## src/rtl/wdog_pkg.sv

```systemverilog
package wdog_pkg;
    localparam int REG_W   = 16;
    localparam int TMO_W   = 8;
    localparam int ADDR_W  = 3;

    localparam logic [ADDR_W-1:0] OFF_CTRL = 3'd0;
    localparam logic [ADDR_W-1:0] OFF_SVC  = 3'd2;
    localparam logic [ADDR_W-1:0] OFF_STAT = 3'd4;

    localparam int BIT_SUSP  = 0;
    localparam int BIT_EN    = 2;
    localparam int BIT_NORST = 3;
    localparam int TMO_LSB   = 8;
    localparam int BIT_CAUSE = 1;

    localparam logic [REG_W-1:0] KEY_FIRST  = 16'h5555;
    localparam logic [REG_W-1:0] KEY_SECOND = 16'hAAAA;

    typedef enum logic [1:0] {
        TMR_OFF  = 2'd0,
        TMR_RUN  = 2'd1,
        TMR_FIRE = 2'd2
    } tmr_state_e;

    typedef enum logic {
        KEY_IDLE  = 1'b0,
        KEY_ARMED = 1'b1
    } key_state_e;
endpackage

```

## src/rtl/wdog_ctrl_regs.sv

```systemverilog
module wdog_ctrl_regs
    import wdog_pkg::*;
#(
    parameter int TW = TMO_W
) (
    input  logic          clk,
    input  logic          por_n,
    input  logic          ctrl_we,
    input  logic [TW-1:0] wr_tmo,
    input  logic          wr_norst,
    input  logic          wr_en,
    input  logic          wr_susp,
    input  logic          expire,
    input  logic          cause_set,
    output logic [TW-1:0] tmo,
    output logic          norst,
    output logic          en,
    output logic          susp,
    output logic          cause
);
    logic locked;

    always_ff @(posedge clk or negedge por_n) begin
        if (!por_n) begin
            tmo    <= '0;
            norst  <= 1'b0;
            en     <= 1'b0;
            susp   <= 1'b0;
            locked <= 1'b0;
            cause  <= 1'b0;
        end else begin
            if (ctrl_we) begin
                tmo    <= wr_tmo;
                norst  <= wr_norst;
                locked <= 1'b1;
                if (!locked) begin
                    susp <= wr_susp;
                end
                en <= en | wr_en;
            end
            if (expire) begin
                en <= 1'b0;
            end
            if (cause_set) begin
                cause <= 1'b1;
            end
        end
    end

    // only an expiry may drop the enable bit
    p_enable_sticky_r5: assert property (@(posedge clk) disable iff (!por_n)
        (en && !expire) |=> en);

    // once locked the suspend-permit bit never moves
    p_susp_locked_r6: assert property (@(posedge clk) disable iff (!por_n)
        locked |=> $stable(susp));

    // cause flag holds until power-on reset
    p_cause_sticky_r9: assert property (@(posedge clk) disable iff (!por_n)
        cause |=> cause);
endmodule

```

## src/rtl/wdog_key.sv

```systemverilog
module wdog_key
    import wdog_pkg::*;
#(
    parameter int W = REG_W
) (
    input  logic         clk,
    input  logic         por_n,
    input  logic         svc_we,
    input  logic [W-1:0] wdata,
    output logic         reload
);
    key_state_e state, state_nx;

    always_ff @(posedge clk or negedge por_n) begin
        if (!por_n) begin
            state <= KEY_IDLE;
        end else begin
            state <= state_nx;
        end
    end

    always_comb begin
        state_nx = state;
        if (svc_we) begin
            unique case (state)
                KEY_IDLE:  state_nx = (wdata == KEY_FIRST) ? KEY_ARMED : KEY_IDLE;
                KEY_ARMED: state_nx = (wdata == KEY_FIRST) ? KEY_ARMED : KEY_IDLE;
                default:   state_nx = KEY_IDLE;
            endcase
        end
    end

    always_comb begin
        reload = svc_we && (state == KEY_ARMED) && (wdata == KEY_SECOND);
    end

    // a completed key leaves the detector idle
    p_reload_idles_r3: assert property (@(posedge clk) disable iff (!por_n)
        reload |=> (state == KEY_IDLE));

    // a foreign value always disarms
    p_bad_write_idles_r4: assert property (@(posedge clk) disable iff (!por_n)
        (svc_we && wdata != KEY_FIRST && wdata != KEY_SECOND) |=> (state == KEY_IDLE));
endmodule

```

## src/rtl/wdog_timer.sv

```systemverilog
module wdog_timer
    import wdog_pkg::*;
#(
    parameter int TW = TMO_W
) (
    input  logic          clk,
    input  logic          por_n,
    input  logic          tick,
    input  logic          freeze,
    input  logic          en,
    input  logic [TW-1:0] tmo,
    input  logic          norst,
    input  logic          reload,
    output logic          expire,
    output logic          cause_set,
    output logic          wd_rst
);
    tmr_state_e    state, state_nx;
    logic [TW-1:0] cnt;
    logic          expire_c;

    assign expire_c = (state == TMR_RUN) && tick && !freeze && !reload && (cnt == '0);

    always_ff @(posedge clk or negedge por_n) begin
        if (!por_n) begin
            state <= TMR_OFF;
        end else begin
            state <= state_nx;
        end
    end

    always_comb begin
        state_nx = state;
        unique case (state)
            TMR_OFF:  if (en) state_nx = TMR_RUN;
            TMR_RUN:  if (expire_c) state_nx = norst ? TMR_OFF : TMR_FIRE;
            TMR_FIRE: if (tick) state_nx = TMR_OFF;
            default:  state_nx = TMR_OFF;
        endcase
    end

    always_ff @(posedge clk or negedge por_n) begin
        if (!por_n) begin
            cnt <= '0;
        end else if (state == TMR_OFF && en) begin
            cnt <= tmo;
        end else if (state == TMR_RUN) begin
            if (reload) begin
                cnt <= tmo;
            end else if (tick && !freeze && cnt != '0) begin
                cnt <= cnt - 1'b1;
            end
        end
    end

    always_comb begin
        wd_rst    = (state == TMR_FIRE);
        expire    = expire_c;
        cause_set = expire_c && !norst;
    end

    // a frozen countdown keeps its value
    p_freeze_holds_r11: assert property (@(posedge clk) disable iff (!por_n)
        (state == TMR_RUN && freeze && !reload) |=> $stable(cnt));

    // the pulse ends at the next tick
    p_pulse_ends_r8: assert property (@(posedge clk) disable iff (!por_n)
        (wd_rst && tick) |=> !wd_rst);

    // an allowed expiry raises the reset output at once
    p_fire_on_expiry_r2: assert property (@(posedge clk) disable iff (!por_n)
        (expire && !norst) |=> wd_rst);

    // a suppressed expiry never fires
    p_norst_quiet_r12: assert property (@(posedge clk) disable iff (!por_n)
        (expire && norst) |=> !wd_rst);
endmodule

```

## src/rtl/wdog_keyed.sv

```systemverilog
module wdog_keyed
    import wdog_pkg::*;
#(
    parameter int DW = REG_W,
    parameter int AW = ADDR_W,
    parameter int TW = TMO_W
) (
    input  logic          clk,
    input  logic          por_n,
    input  logic          tick,
    input  logic          lowpower,
    input  logic          wr_en,
    input  logic [AW-1:0] addr,
    input  logic [DW-1:0] wdata,
    output logic [DW-1:0] rdata,
    output logic          wd_rst
);
    logic          ctrl_we, svc_we, reload, expire, cause_set;
    logic [TW-1:0] tmo;
    logic          norst, en, susp, cause, freeze;

    assign ctrl_we = wr_en && (addr == OFF_CTRL);
    assign svc_we  = wr_en && (addr == OFF_SVC);
    assign freeze  = susp && lowpower;

    wdog_ctrl_regs #(.TW(TW)) u_regs (
        .clk       (clk),
        .por_n     (por_n),
        .ctrl_we   (ctrl_we),
        .wr_tmo    (wdata[TMO_LSB +: TW]),
        .wr_norst  (wdata[BIT_NORST]),
        .wr_en     (wdata[BIT_EN]),
        .wr_susp   (wdata[BIT_SUSP]),
        .expire    (expire),
        .cause_set (cause_set),
        .tmo       (tmo),
        .norst     (norst),
        .en        (en),
        .susp      (susp),
        .cause     (cause)
    );

    wdog_key #(.W(DW)) u_key (
        .clk    (clk),
        .por_n  (por_n),
        .svc_we (svc_we),
        .wdata  (wdata),
        .reload (reload)
    );

    wdog_timer #(.TW(TW)) u_tmr (
        .clk       (clk),
        .por_n     (por_n),
        .tick      (tick),
        .freeze    (freeze),
        .en        (en),
        .tmo       (tmo),
        .norst     (norst),
        .reload    (reload),
        .expire    (expire),
        .cause_set (cause_set),
        .wd_rst    (wd_rst)
    );

    always_comb begin
        rdata = '0;
        unique case (addr)
            OFF_CTRL: begin
                rdata[TMO_LSB +: TW] = tmo;
                rdata[BIT_NORST]     = norst;
                rdata[BIT_EN]        = en;
                rdata[BIT_SUSP]      = susp;
            end
            OFF_STAT: rdata[BIT_CAUSE] = cause;
            default:  rdata = '0;
        endcase
    end

    // a reset pulse is always accompanied by the cause flag
    p_rst_has_cause_r9: assert property (@(posedge clk) disable iff (!por_n)
        wd_rst |-> cause);
endmodule

```

## config.mk

```make
export PLATFORM = sky130hd
export DESIGN_NAME = wdog_keyed
export DESIGN_NICKNAME = d
export VERILOG_FILES = /design/src/rtl/wdog_pkg.sv /design/src/rtl/wdog_ctrl_regs.sv /design/src/rtl/wdog_key.sv /design/src/rtl/wdog_timer.sv /design/src/rtl/wdog_keyed.sv
export SDC_FILE = /design/constraint.sdc
export NUM_CORES = 1
export LEC_CHECK = 0
export ABC_AREA = 1
export CAP_MARGIN = 5
export CORE_UTILIZATION = 60
export CTS_BUF_LIST = sky130_fd_sc_hd__clkbuf_2
export CTS_CLUSTER_SIZE = 40
export DETAILED_ROUTE_END_ITERATION = 7
export DONT_BUFFER_PORTS = 1
export GPL_TIMING_DRIVEN = 0
export PLACE_DENSITY = 0.76
export SLEW_MARGIN = 20
export SYNTH_ARGS = -nofsm -noshare
export SYNTH_HDL_FRONTEND = slang
export SYNTH_SLANG_ARGS = --single-unit
```

## constraint.sdc

```tcl
create_clock -name clk -period 1.55 [get_ports clk]
set_input_delay 0.31 -clock clk [delete_from_list [all_inputs] [get_ports clk]]
set_output_delay 0.31 -clock clk [all_outputs]
set_load 0.01 [all_outputs]
```

# Yosys cells after proc, flatten, opt, wreduce, memory -nomap -nowiden
# Index checks and enable logic that the tools add are counted.
# classes
bitwise_logic,2
n_reduce_logical,26
n_eq_ne,9
addsub,1
mux,16
# ops
operator,n
$mux W8,5
$eq A16 B15 Y1 const B,1
$eq A16 B16 Y1 const B,1
$logic_and A1 B1 Y1,13
$mux W2,5
$logic_not A8 Y1,1
$reduce_bool A8 Y1,1
$sub A8 B1 Y8 const B,1
$pmux W2 S3,1
$mux W1,5
$ne A2 B2 Y1 const B,2
$reduce_and A2 Y1,2
$reduce_bool A2 Y1,2
$eq A3 B2 Y1 const B,1
$eq A3 B3 Y1 const B,1
$logic_not A1 Y1,3
$logic_not A3 Y1,1
$reduce_and A3 Y1,1
$reduce_bool A3 Y1,1
$eq A2 B1 Y1 const B,1
$eq A2 B2 Y1 const B,1
$logic_not A2 Y1,1
$ne A2 B1 Y1 const B,1
$not A1 Y1,1
$or A1 B1 Y1,1
# totals
elab_cells,63
regBits,24
input_bits,24
out_inout_bits,17

# Logic depth before layout (Yosys ltp)
# Gate-level depths: netlist of the first run.
# logic_depth
word_depth,9
depth_mapped,9
depth_no_buf,9

# Hierarchy
# A second synthesis of the first run with hierarchy kept.
# unflattened
hier_cells,236
area_unflattened_um2,1580.3
# modules_own_cells
mod,cells_each,seq_area_each_um2,instances,area_each_um2
wdog_timer,109,250.2,1,713.2
wdog_ctrl_regs,52,325.3,1,489.2
wdog_keyed,40,0.0,1,209.0
wdog_key,35,25.0,1,168.9

# Worst setup path before layout of the first run
# Ideal clock, no wire load.
# synth_path
path_type,register to register
startpoint,register u_tmr.cnt[0]
endpoint,register u_tmr.cnt[0]
slack_ns,0.188
arrival_ns,1.244
path_stages_with_launch,10
period_less_slack_ns,1.362
cell_sequence,dfrtp_1 -> inv_1 -> ha_1 -> nand2_1 -> nor2_1 -> o21a_1 -> buf_6 -> nand2_8 -> nand3_1 -> nand2_1
# synth_between
elab_chain_cells,5
elab_cells_between_ends,9
# synth_rtl
item,line_no,source
from (decl),wdog_timer.sv:19,logic [TW-1:0] cnt;
from (signal assigned),wdog_timer.sv:46,cnt <= tmo;
from (signal assigned),wdog_timer.sv:49,cnt <= tmo;
from (signal assigned),wdog_timer.sv:51,cnt <= cnt - 1'b1;
$sub A8 B1 Y8,wdog_timer.sv:51,
$mux W8,wdog_timer.sv:50,end else if (tick && !freeze && cnt != '0) begin
$mux W8,wdog_timer.sv:48,if (reload) begin
$mux W8,wdog_timer.sv:47,end else if (state == TMR_RUN) begin
$mux W8,wdog_timer.sv:45,end else if (state == TMR_OFF && en) begin
# Parallel ways exist; a longest one is shown, timed or not. The select of a mux whose other input is x is not followed.
# A chain may end at the register's enable or synchronous reset.

# Worst setup path in the final report of the first run
# layout_path
startpoint,register u_tmr.cnt[0]
endpoint,register u_tmr.cnt[6]
# The elaborated chain is that of the path after synthesis.

==> results by group, run 1 <==
Status
  • Status: completed

GRT
  • Initial antenna violation count: 0
  • Largest net degree at the start of global routing: 25
  • Tot GR Track Use: 0.265
  • Overflow after GRT: 0
  • Number of global-route vias before repair: around 1,300
  • First-pass GRT wire length: 5.51 mm

Synthesis
  • Synth unique cells: 29
  • Post-Syn Area: approximately 1600 um^2
  • Top cell type by total area after synthesis: dfrtp_1
  • Synth area leaders: dfrtp_1, nand2_1, nand3_1
  • Synth Area per Inst: 6.86 um^2
  • Synth Flop Type: dfrtp_1
  • Share of async-settable or async-resettable flops after synthesis: 1.00
  • Yosys reg bits: 24
  • Yosys top cell area share: 0.371
  • Synth Instances: around 240
  • Synth warn: 0
  • Number of synthesized flops with an enable pin: 0
  • Sequential-to-total area share from yosys stat: 0.371

STA
  • Setup TNS: 0 ps
  • Max Freq: 0.659 GHz
  • Unrepaired setup endpoints after global routing: true
  • PnR worst setup slack: around 33 ps
  • Fin. max-slew vios: 0
  • Period utilization: 0.979
  • Rel. slew slack: 0.648
  • Min cycle time layout: 1520 ps
  • Slew @ Worst Pin: roughly 530 ps
  • Final Hold Vio Count: 0
  • Setup-failing EPs final: 0
  • Clock Skew: between 9 and 10 ps

Placed design
  • Pre-CTS WS: between 6 and 7 ps
  • Final HPWL DP: around 2.6 mm
  • GP Congestion: between 0.8 and 0.9
  • PortBufs: 0

Hold path
  • Hold depth: 2
  • Hold EP: u_regs.tmo[1]
  • Worst min path class: input pin to register
  • Min-Delay Startpoint: wdata[9]

Worst setup path
  • CP max FO: 5
  • CP most frequent cell: nand2_1
  • CP Class: register to register
  • Crit-path max cell delay: roughly 470 ps
  • FF-to-FF path depth: 10
  • Worst setup SP type: register
  • CP arrival: roughly 1800 ps
  • CP delay by family, top: flip-flops
  • Reg2reg start: u_tmr.cnt[0]
  • Critical path buffers and inverters: 3
  • WP data required: roughly 1800 ps
  • Worst flop-to-flop path endpoint: u_tmr.cnt[6]
  • Critical Path End Type: register
  • FF-to-FF setup slack: about 33 ps
  • Crit path cell chain: inv_2 -> buf_4 -> ha_1 -> nand3_1 -> nand2_1 -> nand2_1 -> inv_1 -> nand3_1 -> nand3_2 -> nand2_1
  • CP max stage cell: dfrtp_1

Cells and area
  • Top Registers: u_regs.tmo (8), u_tmr.cnt (8), u_tmr.state (2)
  • Area grow syn2layout: 11.1%
  • N_diodes: 0
  • Nets: 277
  • Share of post-route cells with drive strength above 1: 0.136
  • Commonest non-fill, non-tap cell in the layout: nand2_1
  • Commonest cells after routing, fill and taps aside: nand2_1, inv_1, nor2_1, nand3_1, dfrtp_1

Pwr
  • Logic pwr share: 0.466
  • Flop pwr share: 0.370
  • Sw frac: 0.408
  • P_leak: ~0.9 nW
  • Clock Power Share: 0.164
  • Maximum vdd drop: 0.974 mV
  • P_sw: 1.05 mW
  • PwrDens: ~1400 nW/um^2
  • Power Internal: between 1.5 and 2 mW

Floorplanning
  • Row Count: 18
  • Die Footprint: ~2900 um^2
  • I/O pin count: approximately 40
  • Die Wd: around 54 um
  • Die H: approximately 54 um
  • Core area: 2520 um^2
  • Starting Density: 0.641

Drt
  • Final wirelength: ~3.6 mm
  • DRT Pass-1 Iters: 4
  • Post-DRT Antenna Nets: 0
  • DRC Markers: 0
  • Via/cell ratio: around 5.3
  • Detailed-route via count: 1,473
  • Initial DRC count: 35
  • DR WL/cell: 12.7 um

CTS
  • Num CTS Buffers: 3
  • Max clock buf depth: 2
  • CTS clock-pin slew for the worst setup and hold paths: between 200 and 300 ps
  • Root buf cell: clkbuf_2
  • Clock Sinks: 24
  • H-tree depth: 1
  • Clk Latency, worst-skew pair: between 300 and 400 ps
  • CTS tree: yes

Job
  • Maxcap violations: 0
==> power by group through the flow <==
stage	sequential [mW]	combinational (mW)	clock [mW]
floorplan	0.913	0.879	0
global placement	0.942	1.00	0
detailed placement	0.952	1.05	0
CTS	0.940	1.07	0.424
global route	0.971	1.36	0.441
finish	0.955	1.20	0.424
==> layout make-up <==
type	count	area, um^2
Buffer	9	58.8
Inverter	38	143
Timing Repair Buffer	7	67.6
Sequential cell	24	603
Multi-Input combinational cell	168	842
Fill cell	214	726
Tap cell	30	37.5
Clock buffer	3	15.0
Clock inverter	1	30.0
==> worst max path at each step <==
stage / end / startpoint / depth (start not counted)
after floorplan: u_tmr.cnt[0] / u_tmr.cnt[0] / 9
after global placement: u_tmr.cnt[2] / u_tmr.cnt[0] / 9
after detailed placement: u_tmr.cnt[1] / u_tmr.cnt[0] / 9
after CTS: u_tmr.cnt[1] / u_tmr.cnt[0] / 9
after global routing: u_tmr.cnt[6] / u_tmr.cnt[0] / 10
final: u_tmr.cnt[6] / u_tmr.cnt[0] / 10
==> through the flow <==
step / utilization / instances / hold WS [ps] / power, mW / instance area (um^2)
2_1_floorplan: - / 239 / 14.4 / 1.79 / 1630
3_3_place_gp: 0.661 / 269 / 14.9 / 1.94 / 1670
3_5_place_dp: 0.661 / 269 / 15.0 / 2.00 / 1670
4_1_cts: 0.687 / 275 / 60.7 / 2.44 / 1730
5_1_grt: 0.712 / 280 / 46.7 / 2.77 / 1800
6_report: 0.712 / 280 / 56.6 / 2.58 / 1800
==> routing by layer <==
metal / part of all wire / vias up / global-route usage
met2: 0.50 / 46 / 0.451
met1: 0.45 / 671 / 0.343
met4: 0.0048 / 0 / 0.0833
li1: - / 754 / -
met3: 0.047 / 2 / 0.0395
met5: 0 / - / 0
==> repair_timing <==
action / in CTS / in global routing
setup buffers: 0 / 4
setup endpoints to repair: 7 / 14
endpoints found under the hold margin: 25 / 24
resized for setup: 1 / 6
hold buffers: 2 / 1
==> cell families after synthesis <==
group	count (synthesis)	share of synthesized area
compound gates	16	0.0541
xor+xnor	1	0.00541
fa+ha+maj	2	0.0155
buf+inv	47	0.125
flops	24	0.371
other cells	1	0.00232
simple gates	145	0.427
==> Yosys cell counts (2+ instances only) <==
master and n:
clkbuf_1 2, inv_1 37, buf_2 2, nand2_2 2, nor3_1 2, nor2_1 34
nor2_2 2, a21oi_1 2, nand3_1 32, nand3_2 3, nand4_1 2, dfrtp_1 24
buf_4 4, nand2_1 60, nor4_1 2, o21ai_0 11, nor2_4 2, ha_1 2
Power figures use the tool's default switching activity.
==> inputs of run 2 (changes only) <==
--- a/config.mk
+++ b/config.mk
@@ -8,2 +8,3 @@
 export ABC_AREA = 1
+export ABC_CLOCK_PERIOD_IN_PS = 1550
 export CAP_MARGIN = 5
--- a/constraint.sdc
+++ b/constraint.sdc
@@ -3,2 +3,2 @@
 set_output_delay 0.31 -clock clk [all_outputs]
-set_load 0.01 [all_outputs]
+set_load 0.1 [all_outputs]
==> run 2 against run 1 <==
  * The run now ends with setup timing left
  * Sequential power hardly changed
  * Non-clock buffer count is 8 higher
  * Count of clock-buffer cells in the layout stayed put
  * Fmax is 17% lower
  * Design area is 9.5% higher
  * Critical path type is now register to output pin
  * Critical endpoint is now rdata[1]
  * Largest power group unchanged
==> results by group, run 2 (synthesis gave the netlist of run 1 again) <==
STA
  • Rel. slew slack: 0.343 (-0.305)
  • Fin. max-slew vios: 0 (unchanged)
  • Clock Skew: 3.22 ps (-6.76 ps)
  • Worst hold margin: 36.0 ps (-20.7 ps)
  • Period utilization: 1.18 (+0.202)
  • Max Freq: 0.546 GHz (-17%)
  • Slew @ Worst Pin: 983 ps (+454 ps)
  • Min cycle time layout: 1830 ps (+313 ps)
  • Final Hold Vio Count: 0 (unchanged)
  • PnR worst setup slack: -280 ps (-313 ps)
  • Unrepaired setup endpoints after global routing: true
  • Setup-failing EPs final: 13 (+13)
  • Setup TNS: -891 ps (-891 ps)

Drt
  • DRT Pass-1 Iters: 4 (unchanged)
  • DRC Markers: 0 (unchanged)
  • Initial DRC count: 45 (+29%)
  • Post-DRT Antenna Nets: 0 (unchanged)
  • Via/cell ratio: 5.48 (+4.2%)
  • Final wirelength: 3.84 mm (+7.7%)
  • DR WL/cell: 13.4 um (+5.1%)
  • Detailed-route via count: 1,573 (+6.8%)

Cells and area
  • Area grow syn2layout: 21.7%
  • Top Registers: u_regs.tmo (8), u_tmr.cnt (8), u_tmr.state (2)
  • Commonest cells after routing, fill and taps aside: nand2_1, nand3_1, inv_1, dfrtp_1, nor2_1
  • Nets: 285 (+2.9%)
  • Share of post-route cells with drive strength above 1: 0.280 (+0.144)
  • # fillers: 179 (-16%)
  • N_diodes: 0 (unchanged)
  • Core Util, Final: 0.780 (+0.0680)
  • Commonest non-fill, non-tap cell in the layout: nand2_1

Worst setup path
  • Worst flop-to-flop path endpoint: u_tmr.cnt[1]
  • WP data required: 1240 ps (-580 ps)
  • FF-to-FF setup slack: 30 ps (about the same)
  • CP arrival: 1520 ps (-270 ps)
  • CP max FO: 2 (-3)
  • CP Class: register to output pin
  • Worst setup SP type: register
  • FF-to-FF path depth: 9 (-1)
  • CP Launch Point: u_regs.cause
  • Reg2reg start: u_tmr.cnt[1]
  • Critical Path End Type: output pin

CTS
  • CTS tree: yes
  • Max clock buf depth: 2 (unchanged)
  • Root buf cell: clkbuf_2
  • Num CTS Buffers: 3 (unchanged)
  • CTS clock-pin slew for the worst setup and hold paths: 210 ps (-40 ps)
  • H-tree depth: 1 (unchanged)
  • Clock Sinks: 24 (unchanged)
  • Clk Latency, worst-skew pair: 330 ps (-20 ps)

Pwr
  • P_leak: 0.947 nW (+2.8%)
  • PwrDens: 1340 nW/um^2 (-6.6%)
  • Power, Total: 2.64 mW (+2.4%)
  • Maximum vdd drop: 1.13 mV (+16%)

Placed design
  • Pre-CTS WS: -125 ps (-131 ps)
  • PortBufs: 0 (unchanged)
  • GP Congestion: 0.783 (-4.3%)
  • Final HPWL DP: 2.70 mm (+2.6%)

Floorplanning
  • Core area: 2520 um^2 (unchanged)
  • Die Footprint: 2910 um^2 (unchanged)
  • Row Count: 18 (unchanged)
  • Die Wd: 53.9 um (unchanged)
  • Starting Density: 0.641 (unchanged)
  • I/O pin count: 41 (unchanged)
  • Die H: 53.9 um (unchanged)

Hold path
  • Hold EP: u_tmr.state[1]
  • Hold depth: 1 (-1)
  • Min-Delay Startpoint: tick
  • Worst min path class: input pin to register

GRT
  • Overflow after GRT: 0 (unchanged)
  • Initial antenna violation count: 0 (unchanged)
  • Number of global-route vias before repair: 1,328 (+1.8%)
  • Largest net degree at the start of global routing: 25 (unchanged)
  • First-pass GRT wire length: 5.69 mm (+3.2%)
  • Tot GR Track Use: 0.276 (+0.0109)

Status
  • Status: complete, but fails checks
  • Failing checks: setup timing

Job
  • Maxcap violations: 0 (unchanged)
==> run 2: cell count changes in the layout (fill, tap and decap cells not counted), sizes merged <==
cell,delta
clkbuf,+1
dlygate4sd3,-1
buf,+8
bufinv,-1
==> run 2: how the worst max path moves through the flow <==
| stage | end | slack (ps) |
|---|---|---|
| finish | rdata[1] | -280 |
| global route | rdata[1] | -340 |
| CTS | rdata[1] | -290 |
| detailed placement | rdata[11] | -120 |
| global placement | rdata[11] | -100 |
| floorplan | rdata[10] | -60 |
==> run 2: where the power goes <==
group | total (mW) | switching [mW] | internal [mW]
Clock | 0.231 | 0.178 | 0.0527
Combinational | 1.45 | 0.901 | 0.553
Sequential | 0.958 | 0.162 | 0.797
==> run 2: cell type report <==
class | instances | area, um^2 | share of cell area
well taps | 30 | 37.5 | 0.0191
clock buffers | 3 | 15.0 | 0.00763
plain buffers | 9 | 80.1 | 0.0407
repair buffers | 15 | 130 | 0.0661
inverters | 38 | 145 | 0.0737
multi-input cells | 168 | 956 | 0.486
flip-flops and latches | 24 | 604 | 0.307
==> run 2: critical path, cell delays in order, from the launching register on <==
cell and delay (ps):
dfrtp_1 390, inv_2 50, nor3_4 750
==> run 2: metal layers <==
metal | global-route usage | wire length (um)
met3 | 0.0621 | 321
met4 | 0.0921 | 42
met1 | 0.328 | 1610
met5 | 0 | 0
met2 | 0.486 | 1860
==> run 2: repair_timing <==
item,CTS,global route
pin swaps,6,10
setup endpoints to repair,13,22
hold endpoints to repair,24,24
setup buffers,5,7
resized for setup,15,9
hold buffers,1,1
cloned,1,0
==> run 2: stage by stage <==
stage                     instance area, um^2  std cells
after CTS                                1890        279
after floorplan                          1760        239
final                                    1970        287
after detailed placement                 1800        269
after global placement                   1800        269
after global routing                     1970        287
